$ cat config.mk
export PLATFORM = sky130hd
export DESIGN_NAME = bea_aligner
export DESIGN_NICKNAME = d
export VERILOG_FILES = /design/src/rtl/bea_pkg.sv /design/src/rtl/bea_align_check.sv /design/src/rtl/bea_store_lanes.sv /design/src/rtl/bea_load_widen.sv /design/src/rtl/bea_aligner.sv
export SDC_FILE = /design/constraint.sdc
export NUM_CORES = 1
export LEC_CHECK = 0
export ABC_AREA = 1
export BUFFER_PORTS_ARGS = -buffer_cell sky130_fd_sc_hd__buf_4
export CAP_MARGIN = 10
export CORE_AREA = 2 2 79 81
export DETAILED_ROUTE_END_ITERATION = 8
export DIE_AREA = 0 0 81 83
export PLACE_DENSITY = 0.78
export SYNTH_ARGS = -nofsm -noshare
export SYNTH_HDL_FRONTEND = slang
export SYNTH_SLANG_ARGS = --single-unit
$ cat constraint.sdc
create_clock -name clk -period 1.9 [get_ports clk]
set_clock_uncertainty 0.05 [all_clocks]
set_input_delay 0.38 -clock clk [delete_from_list [all_inputs] [get_ports clk]]
set_output_delay 0.38 -clock clk [all_outputs]
set_load 0.02 [all_outputs]
$ cat src/rtl/bea_pkg.sv
package bea_pkg;

  localparam int DW    = 32;
  localparam int LANES = DW / 8;
  localparam int OFFW  = $clog2(LANES);

  typedef enum logic [1:0] {
    SZ_BYTE = 2'b00,
    SZ_HALF = 2'b01,
    SZ_FULL = 2'b10,
    SZ_BAD  = 2'b11
  } size_e;

  // Refusal rule: halfword needs an even offset, longword a zero offset.
  function automatic logic size_fault(size_e sz, logic [OFFW-1:0] off);
    case (sz)
      SZ_BYTE: size_fault = 1'b0;
      SZ_HALF: size_fault = off[0];
      SZ_FULL: size_fault = |off;
      default: size_fault = 1'b1;
    endcase
  endfunction

  // Big-endian lane enables: offset 0 maps to the top lane.
  function automatic logic [LANES-1:0] lane_mask(size_e sz, logic [OFFW-1:0] off);
    case (sz)
      SZ_BYTE: lane_mask = LANES'(1 << (LANES - 1 - int'(off)));
      SZ_HALF: lane_mask = off[1] ? 4'b0011 : 4'b1100;
      SZ_FULL: lane_mask = '1;
      default: lane_mask = '0;
    endcase
  endfunction

  function automatic logic [DW-1:0] sext8(logic [7:0] b);
    sext8 = {{(DW-8){b[7]}}, b};
  endfunction

  function automatic logic [DW-1:0] sext16(logic [15:0] h);
    sext16 = {{(DW-16){h[15]}}, h};
  endfunction

endpackage

$ cat src/rtl/bea_align_check.sv
module bea_align_check
  import bea_pkg::*;
(
  input  logic            req_i,
  input  size_e           size_i,
  input  logic [OFFW-1:0] off_i,
  output logic            fault_o,
  output logic            go_o
);

  logic fault_raw;

  always_comb begin
    fault_raw = size_fault(size_i, off_i);
    fault_o   = req_i & fault_raw;
    go_o      = req_i & ~fault_raw;
  end

endmodule

$ cat src/rtl/bea_store_lanes.sv
module bea_store_lanes
  import bea_pkg::*;
(
  input  logic             en_i,
  input  size_e            size_i,
  input  logic [OFFW-1:0]  off_i,
  input  logic [DW-1:0]    wdata_i,
  output logic [LANES-1:0] be_o,
  output logic [DW-1:0]    wdata_o
);

  assign be_o = en_i ? lane_mask(size_i, off_i) : '0;

  // Each lane picks its source byte by size: the low byte for byte stores,
  // the matching byte of the low halfword for halfword stores, itself for full.
  for (genvar i = 0; i < LANES; i++) begin : g_lane
    localparam int HB = i % 2;
    always_comb begin
      case (size_i)
        SZ_BYTE: wdata_o[8*i +: 8] = wdata_i[7:0];
        SZ_HALF: wdata_o[8*i +: 8] = wdata_i[8*HB +: 8];
        default: wdata_o[8*i +: 8] = wdata_i[8*i +: 8];
      endcase
    end
  end

endmodule

$ cat src/rtl/bea_load_widen.sv
module bea_load_widen
  import bea_pkg::*;
(
  input  logic            vld_i,
  input  size_e           size_i,
  input  logic [OFFW-1:0] off_i,
  input  logic [DW-1:0]   rdata_i,
  output logic [DW-1:0]   rdata_o
);

  // lane_b[k] holds the byte at address offset k (big-endian order).
  logic [7:0] lane_b [LANES];

  for (genvar k = 0; k < LANES; k++) begin : g_pick
    assign lane_b[k] = rdata_i[8*(LANES-1-k) +: 8];
  end

  logic [15:0] half_sel;
  logic [DW-1:0] widened;

  always_comb begin
    half_sel = off_i[1] ? {lane_b[2], lane_b[3]} : {lane_b[0], lane_b[1]};
    case (size_i)
      SZ_BYTE: widened = sext8(lane_b[off_i]);
      SZ_HALF: widened = sext16(half_sel);
      default: widened = rdata_i;
    endcase
    rdata_o = vld_i ? widened : '0;
  end

endmodule

$ cat src/rtl/bea_aligner.sv
module bea_aligner
  import bea_pkg::*;
#(
  parameter int AW = 32
) (
  input  logic          clk,
  input  logic          rst_n,
  input  logic          cpu_req,
  input  logic          cpu_we,
  input  logic [1:0]    cpu_size,
  input  logic [AW-1:0] cpu_addr,
  input  logic [31:0]   cpu_wdata,
  output logic [31:0]   cpu_rdata,
  output logic          cpu_rvalid,
  output logic          cpu_addr_err,
  output logic          mem_req,
  output logic          mem_we,
  output logic [AW-1:0] mem_addr,
  output logic [3:0]    mem_be,
  output logic [31:0]   mem_wdata,
  input  logic [31:0]   mem_rdata
);

  size_e           req_size;
  logic [OFFW-1:0] req_off;
  logic            acc_fault;
  logic            acc_go;
  logic            rd_go;

  size_e           size_q;
  logic [OFFW-1:0] off_q;
  logic            rd_pend;

  assign req_size = size_e'(cpu_size);
  assign req_off  = cpu_addr[OFFW-1:0];

  bea_align_check u_check (
    .req_i   (cpu_req),
    .size_i  (req_size),
    .off_i   (req_off),
    .fault_o (acc_fault),
    .go_o    (acc_go)
  );

  assign rd_go        = acc_go & ~cpu_we;
  assign cpu_addr_err = acc_fault;
  assign mem_req      = acc_go;
  assign mem_we       = acc_go & cpu_we;
  assign mem_addr     = {cpu_addr[AW-1:OFFW], {OFFW{1'b0}}};

  bea_store_lanes u_store (
    .en_i    (acc_go),
    .size_i  (req_size),
    .off_i   (req_off),
    .wdata_i (cpu_wdata),
    .be_o    (mem_be),
    .wdata_o (mem_wdata)
  );

  always_ff @(posedge clk or negedge rst_n) begin
    if (!rst_n) begin
      rd_pend <= 1'b0;
      size_q  <= SZ_BYTE;
      off_q   <= '0;
    end else begin
      rd_pend <= rd_go;
      if (rd_go) begin
        size_q <= req_size;
        off_q  <= req_off;
      end
    end
  end

  bea_load_widen u_load (
    .vld_i   (rd_pend),
    .size_i  (size_q),
    .off_i   (off_q),
    .rdata_i (mem_rdata),
    .rdata_o (cpu_rdata)
  );

  assign cpu_rvalid = rd_pend;

endmodule

==> impl_metrics.toml, run 1 <==
[grt]
grt_usage_pct = 19.2
antenna_found_initial = 0
grt_pass1_wl_um = 10500
first_global_vias = 2374
grt_max_degree = 22
grt-ovfl-total = 0

[run]
max_cap_viol_count = 0

[critical_path]
cp_top_family = "simple AND/OR/NAND/NOR gates"
crit_chain = "inv_6 -> buf_4 -> nand2_1 -> nand2_1 -> nand2_1 -> nand2_1 -> nor2_1 -> nor2_1 -> buf_4"
cp.required_ns = 1.47
cp_slowest_cell = "dfrtp_2"
crit_buf_inv = 3
start_kind = "flop"
cpMostUsedCell = "nand2_1"
r2r-start = "size_q[0]"
path_class = "flop to output port"
startpoint = "off_q[1]"
crit_path_max_fanout = 8
critPathCaptureType = "output port"
arrival_ns = 1.59
slowest_delay_ns = 0.45

[timing]
fin_ws_ns = -0.122
period_share_pct = 106
setup_violations = 25
min_period_ns = 2.02
whs_ns = 0.410
rsz0062_at_grt = "true"
hold_viol = 0
slew_viol_final = 0
fmax_mhz = 495

[power_and_ir_drop]
clkPwrFrac_pct = 11.4
peakVddDrop_v = 0.000297
power_density_nw_per_um2 = 553
comb_power_share_pct = 79.4
p_int_mw = 0.835
switching_power_mw = 0.832
sequentialPowerShare_pct = 9.2
power.leakage_nw = 1.74
swShare_pct = 49.9

[cts]
cts_made_buffers = 3
cts.sinks = 5
clk_latency_ns = 0.22
htree_levels = 1
path_clk_slew_ns = 0.03
cts_root_buf = "clkbuf_8"
clk_path_buf_depth = 2
cts_tree = "done"

[finish]
diodes = 0
layout_common_cells = "159 x buf_4, 136 x nand2_1, 44 x nor2_1"
multi_input_area_um2 = 1310
ff_latch_area_um2 = 128
finish.utilization_pct = 51.8
drive_above_1_share_pct = 46.4
nets = 577
area_growth_pct = 74.1
fillers = 599
final_common_cell = "buf_4"

[place]
numPortBuffers = 143
routabilityCongestion = 0.873
dp_hpwl_um = 5560

[synth]
yosys-top-cells-area = "nand2_1 33%, buf_4 17%, nor2_1 11%, o21ai_0 7.8%, dfrtp_1 7.2%"
synth_warnings = 0
synth_seq_cells = 5
synth_sequential_area_ratio_pct = 7.23
syn_area_um2 = 1730
synth_top_area_share_pct = 33.4
synth_cell_type_count = 23
synthCells = 351
synth_top_area_cell = "nand2_1"
avgSynthCellArea_um2 = 4.93

[worst_hold_path]
hp-start = "cpu_addr[0]"
worstHoldPathType = "input port to flop"

[routing]
wl_per_cell_um = 12.8
drc = 0
firstDrtPassIters = 4
vias = 2656
wl_um = 7030
drtIter0Drc = 111
ant_nets = 0
routed_via_density = 4.84

[floorplan]
initial_core_util_pct = 29.8
dieArea_um2 = 6720
die_h_um = 83
row_count = 28
die_x_um = 81
core_area_um2 = 5820
io_pins = 206

[run_status]
violations = "setup timing"
status = "finished, violations left"
==> per-layer routing <==
metal  global-route usage (%)  share of wire (%)
met5                        0                  0
met4                     7.86                2.3
met3                     7.17                 14
met2                     36.1                 53
met1                     18.0                 31
==> Yosys cell counts <==
| cell type | n |
|---|---|
| nand2_1 | 154 |
| nor2_1 | 53 |
| buf_4 | 40 |
| o21ai_0 | 27 |
| inv_1 | 23 |
| o211ai_1 | 8 |
| a21oi_1 | 7 |
| buf_2 | 5 |
| clkbuf_1 | 5 |
| dfrtp_1 | 5 |
| nand3_1 | 4 |
| nand4_1 | 4 |
| buf_6 | 3 |
| nand2_2 | 3 |
| nor2_2 | 2 |
| buf_1 | 1 |
| clkinv_1 | 1 |
| conb_1 | 1 |
| inv_2 | 1 |
| inv_4 | 1 |
| nand2_4 | 1 |
| nor2_8 | 1 |
| nor3_1 | 1 |
==> power groups by stage <==
stage | registers (mW) | logic (mW) | clock network, mW
detailed placement | 0.145 | 1.05 | 0
floorplan | 0.135 | 0.750 | 0
finish | 0.153 | 1.32 | 0.190
CTS | 0.152 | 1.24 | 0.197
global route | 0.154 | 1.43 | 0.209
global placement | 0.143 | 1.03 | 0
==> metrics by stage <==
step / setup TNS [ns] / worst slack, ns / std cells / total power [mW] / instance area, um^2
2_1_floorplan: 0 / 0.0430 / 352 / 0.885 / 1730
3_3_place_gp: 0 / 0.0835 / 531 / 1.17 / 2630
3_5_place_dp: 0 / 0.0540 / 531 / 1.19 / 2630
4_1_cts: -1.46 / -0.0865 / 548 / 1.59 / 2920
5_1_grt: -3.17 / -0.146 / 549 / 1.79 / 3010
6_report: -1.22 / -0.122 / 549 / 1.67 / 3010
==> flip-flops by register name (all words and copies together), names as in the netlist <==
signal and count:
size_q 2, cpu_rvalid 1, off_q 2
==> path summary, 6_finish.rpt <==
| kind | end | slack (ns) | cells after the start |
|---|---|---|---|
| hold reg to reg | size_q[1] | 0.53 | 2 |
| max in group asynchronous | size_q[1] | 1.22 | 2 |
| min in group asynchronous | off_q[0] | 0.46 | 2 |
| setup / recovery | cpu_rdata[13] | -0.12 | 9 |
| hold / removal | off_q[0] | 0.41 | 3 |
| setup reg to reg | size_q[0] | 0.98 | 4 |
==> worst reg2reg max path: cells and delay by family (launching register included) <==
family	cells	cell delay, ns
flip-flops	1	0.38
buffers and inverters	2	0.26
AND/OR/NAND/NOR	2	0.11
==> cells by family after synthesis <==
family / count (synthesis) / share of synthesized area, %
other cells: 1 / 0.217
flops: 5 / 7.23
compound gates: 42 / 13.3
buf+inv: 80 / 27.8
simple gates: 223 / 51.4
==> layout make-up <==
type / count / share of cell area, %
well taps: 75 / 3.11
clock buffers: 4 / 1.50
multi-input cells: 269 / 43.5
inverters: 26 / 3.70
repair buffers: 170 / 44.0
flip-flops and latches: 5 / 4.24
==> repair_timing <==
item                                    in CTS  in global routing
endpoints found under the hold margin        5                  0
pin swaps                                   19                  9
resized for setup                           37                 26
endpoints found under the setup margin      32                 34
hold buffers                                 1                  0
gates cloned                                 2                  0
setup buffers                               11                  1
Power figures use the tool's default switching activity.
==> run 2, diff against run 1 <==
- CTS_BUF_LIST: unset -> sky130_fd_sc_hd__clkbuf_8 sky130_fd_sc_hd__clkbuf_16
==> impl_metrics.toml, run 2 (synthesis gave the netlist of run 1 again) <==
[critical_path]
crit_chain = "inv_6 -> buf_4 -> nand2_1 -> nand2_1 -> nand2_1 -> nand2_1 -> nor2_1 -> nor2_1 -> buf_4"
path_class = "flop to output port"
slowest_delay_ns = 0.45
cpMostUsedCell = "nand2_1"
cp.required_ns = 1.47
crit_path_max_fanout = 8
critPathCaptureType = "output port"
cp_slowest_cell = "dfrtp_2"
arrival_ns = 1.58
start_kind = "flop"

[grt]
grt_max_degree = 22
antenna_found_initial = 0
grt_pass1_wl_um = 10500
grt_usage_pct = 19.2
grt-ovfl-total = 0
first_global_vias = 2380

[finish]
layout_common_cells = "159 x buf_4, 136 x nand2_1, 44 x nor2_1"
diodes = 0
area_growth_pct = 74.1
fillers = 598
drive_above_1_share_pct = 46.4
nets = 577
final_common_cell = "buf_4"
final_cells = 549

[power_and_ir_drop]
power_density_nw_per_um2 = 552
power.leakage_nw = 1.74
finalPower_mw = 1.66
peakVddDrop_v = 0.000299

[timing]
period_share_pct = 106
min_period_ns = 2.01
rsz0062_at_grt = "true"
fin_ws_ns = -0.114
setup_violations = 26
hold_viol = 0
slew_viol_final = 0
fmax_mhz = 497

[routing]
wl_per_cell_um = 12.8
drc = 0
ant_nets = 0
routed_via_density = 4.83
vias = 2650
wl_um = 7050
drtIter0Drc = 108
firstDrtPassIters = 6

[place]
routabilityCongestion = 0.873
numPortBuffers = 143
dp_cells = 531
dp_hpwl_um = 5560

[floorplan]
io_pins = 206
dieArea_um2 = 6720
initial_core_util_pct = 29.8
core_area_um2 = 5820
die_x_um = 81
row_count = 28
die_h_um = 83

[cts]
htree_levels = 1
clk_latency_ns = 0.22
cts_made_buffers = 3
path_clk_slew_ns = 0.03
cts.sinks = 5
cts_tree = "done"
cts_root_buf = "clkbuf_8"
clk_path_buf_depth = 2

[run_status]
violations = "setup timing"
status = "finished, violations left"

[worst_hold_path]
worstHoldPathType = "input port to flop"

[run]
max_cap_viol_count = 0
[run 2: path summary, 6_finish.rpt]
path | slack (ns) | endpoint | cells after the start | from
min in group asynchronous | 0.46 | cpu_rvalid | 2 | rst_n
setup reg to reg | 0.98 | size_q[0] | 4 | size_q[0]
hold / removal | 0.41 | off_q[0] | 3 | cpu_addr[0]
max in group asynchronous | 1.22 | off_q[1] | 2 | rst_n
setup / recovery | -0.11 | cpu_rdata[13] | 9 | off_q[1]
hold reg to reg | 0.53 | size_q[1] | 2 | size_q[1]
[run 2: worst max-delay path, delay by kind of cell, from the launching register on]
kind / cells / cell delay, ns
buf+inv: 3 / 0.43
flops: 1 / 0.45
simple gates: 6 / 0.49
[run 2: power breakdown]
| group | switching [mW] | internal [mW] |
|---|---|---|
| combinational | 0.759 | 0.565 |
| sequential | 0.0264 | 0.126 |
| clock | 0.0483 | 0.138 |
| total | 0.834 | 0.829 |
[run 2: repair_timing]
item,in CTS,in global routing
setup buffers,12,0
hold buffers,1,0
endpoints found under the hold margin,5,0
cloned,2,0
endpoints found under the setup margin,32,34
pin swaps,19,9
gates resized for setup,37,26
[run 2: layout make-up]
class                   count  area (um^2)  area share, %
clock buffers               3         41.3           1.37
clock inverters             1         3.75          0.125
inverters                  26          111           3.70
multi-input cells         269         1310           43.5
flip-flops and latches      5          128           4.24
well taps                  75         93.8           3.11
repair buffers            170         1330           44.0
[run 2: metrics by stage]
stage / utilization, % / setup slack (ns) / hold WS [ns] / TNS [ns] / instance area (um^2)
global route: 51.8 / -0.148 / 0.425 / -3.23 / 3010
finish: 51.8 / -0.114 / 0.411 / -1.23 / 3010
floorplan: - / 0.0430 / 0.0344 / 0 / 1730
detailed placement: 45.3 / 0.0540 / 0.135 / 0 / 2630
global placement: 45.3 / 0.0835 / 0.133 / 0 / 2630
CTS: 50.3 / -0.0865 / 0.414 / -1.46 / 2920
[run 2: routing by layer]
layer	vias up	GRT usage (%)	part of all wire, %
met5	-	0	0
met3	24	7.28	13
li1	1290	-	-
met4	0	7.86	2.6
met2	169	36.1	52
met1	1167	18.0	33
==> run 3, diff against run 2 <==
- BUFFER_PORTS_ARGS: -buffer_cell sky130_fd_sc_hd__buf_4 -> unset
- DONT_BUFFER_PORTS: unset -> 1
- PLACE_DENSITY: 0.78 -> 0.48
==> impl_metrics.toml, run 3 (synthesis gave the netlist of run 1 again) <==
[run_status]
status = "finished, violations left"
violations = "setup timing"

[floorplan]
row_count = 28
dieArea_um2 = 6720
die_x_um = 81
core_area_um2 = 5820
die_h_um = 83
initial_core_util_pct = 29.8
io_pins = 206

[routing]
wl_um = 6010
ant_nets = 0
routed_via_density = 4.88
drtIter0Drc = 67
vias = 2208
drc = 0
wl_per_cell_um = 13.3
firstDrtPassIters = 4

[critical_path]
r2r-start = "off_q[0]"
cp.required_ns = 1.47
critPathCaptureType = "output port"
path_class = "flop to output port"
start_kind = "flop"
crit_path_max_fanout = 8
arrival_ns = 1.54
startpoint = "size_q[1]"

[finish]
diodes = 0
finish.utilization_pct = 38.7
drive_above_1_share_pct = 30.5
nets = 480
area_growth_pct = 30.2
final_common_cell = "nand2_1"
layout_common_cells = "145 x nand2_1, 65 x buf_4, 46 x nor2_1"
fillers = 652

[worst_hold_path]
worstHoldPathType = "input port to flop"
hp-start = "cpu_addr[1]"

[grt]
antenna_found_initial = 0
grt_max_degree = 22
first_global_vias = 2004
grt-ovfl-total = 0
grt_usage_pct = 16.8
grt_pass1_wl_um = 9210

[timing]
setup_violations = 12
fin_ws_ns = -0.0680
fmax_mhz = 508
hold_viol = 0
min_period_ns = 1.97
slew_viol_final = 0
rsz0062_at_grt = "true"
period_share_pct = 104

[cts]
cts_made_buffers = 3
cts_root_buf = "clkbuf_8"
clk_latency_ns = 0.22
cts_tree = "done"
cts.sinks = 5
path_clk_slew_ns = 0.03
htree_levels = 1
clk_path_buf_depth = 2

[power_and_ir_drop]
power.leakage_nw = 1.24
power_density_nw_per_um2 = 644
peakVddDrop_v = 0.000203

[place]
dp_hpwl_um = 4410
place_ws_ns = 0.0727
numPortBuffers = 0
routabilityCongestion = 0.804

[run]
max_cap_viol_count = 0
run 3: cell type report:
type / instances / area [um^2] / share of cell area [%]
timing repair buffer: 73 / 598 / 26.6
tap: 75 / 93.8 / 4.17
clock buffer: 3 / 41.3 / 1.83
multi-input combinational: 269 / 1270 / 56.6
inverter: 26 / 113 / 5.00
sequential: 5 / 128 / 5.67
clock inverter: 1 / 3.75 / 0.167
run 3: stage by stage:
stage	instance area (um^2)	std cells	setup TNS, ns	hold slack, ns	total power, mW
floorplan	1730	352	0	0.0344	0.885
global route	2250	452	-2.53	0.279	1.57
detailed placement	1900	433	0	0.0346	0.975
global placement	1900	433	0	0.0346	0.968
CTS	2090	445	-0.240	0.261	1.32
finish	2250	452	-0.386	0.255	1.45
run 3: worst paths after layout:
check / cells after the start / end / slack [ns]
worst max register to register: 4 / off_q[0] / 0.97
worst min-delay path: 2 / off_q[1] / 0.26
max in group asynchronous: 1 / size_q[1] / 1.18
worst min register to register: 2 / size_q[1] / 0.52
worst max-delay path: 8 / cpu_rdata[20] / -0.07
min in group asynchronous: 1 / cpu_rvalid / 0.41
run 3: power breakdown:
part | switching, mW | internal (mW)
logic | 0.677 | 0.431
registers | 0.0280 | 0.126
clock network | 0.0506 | 0.138
run 3: critical path: stages (launching register included):
cell	delay, ns
dfrtp_2	0.42
clkinv_4	0.11
nand2_8	0.11
inv_8	0.04
nand2_8	0.08
nand2_8	0.07
nor2_4	0.25
nor2_1	0.08
buf_4	0.16
run 3: what timing repair did:
action                                 4_1_cts  5_1_grt
endpoints found under the hold margin        5        0
hold buffers                                 1        0
buffers inserted                             6        6
resized for setup                           25       34
cloned                                       2        1
setup endpoints to repair                   32       32
pin swaps                                    5       10
run 3: metal layers:
layer | GRT usage, % | wire, um | vias to the layer above | part of all wire (%)
met4 | 5.08 | 74 | 0 | 1.2
li1 | - | - | 1094 | -
met5 | 0 | 0 | - | 0
met2 | 30.2 | 3010 | 123 | 50
met1 | 18.3 | 2180 | 979 | 36
met3 | 5.43 | 748 | 12 | 12
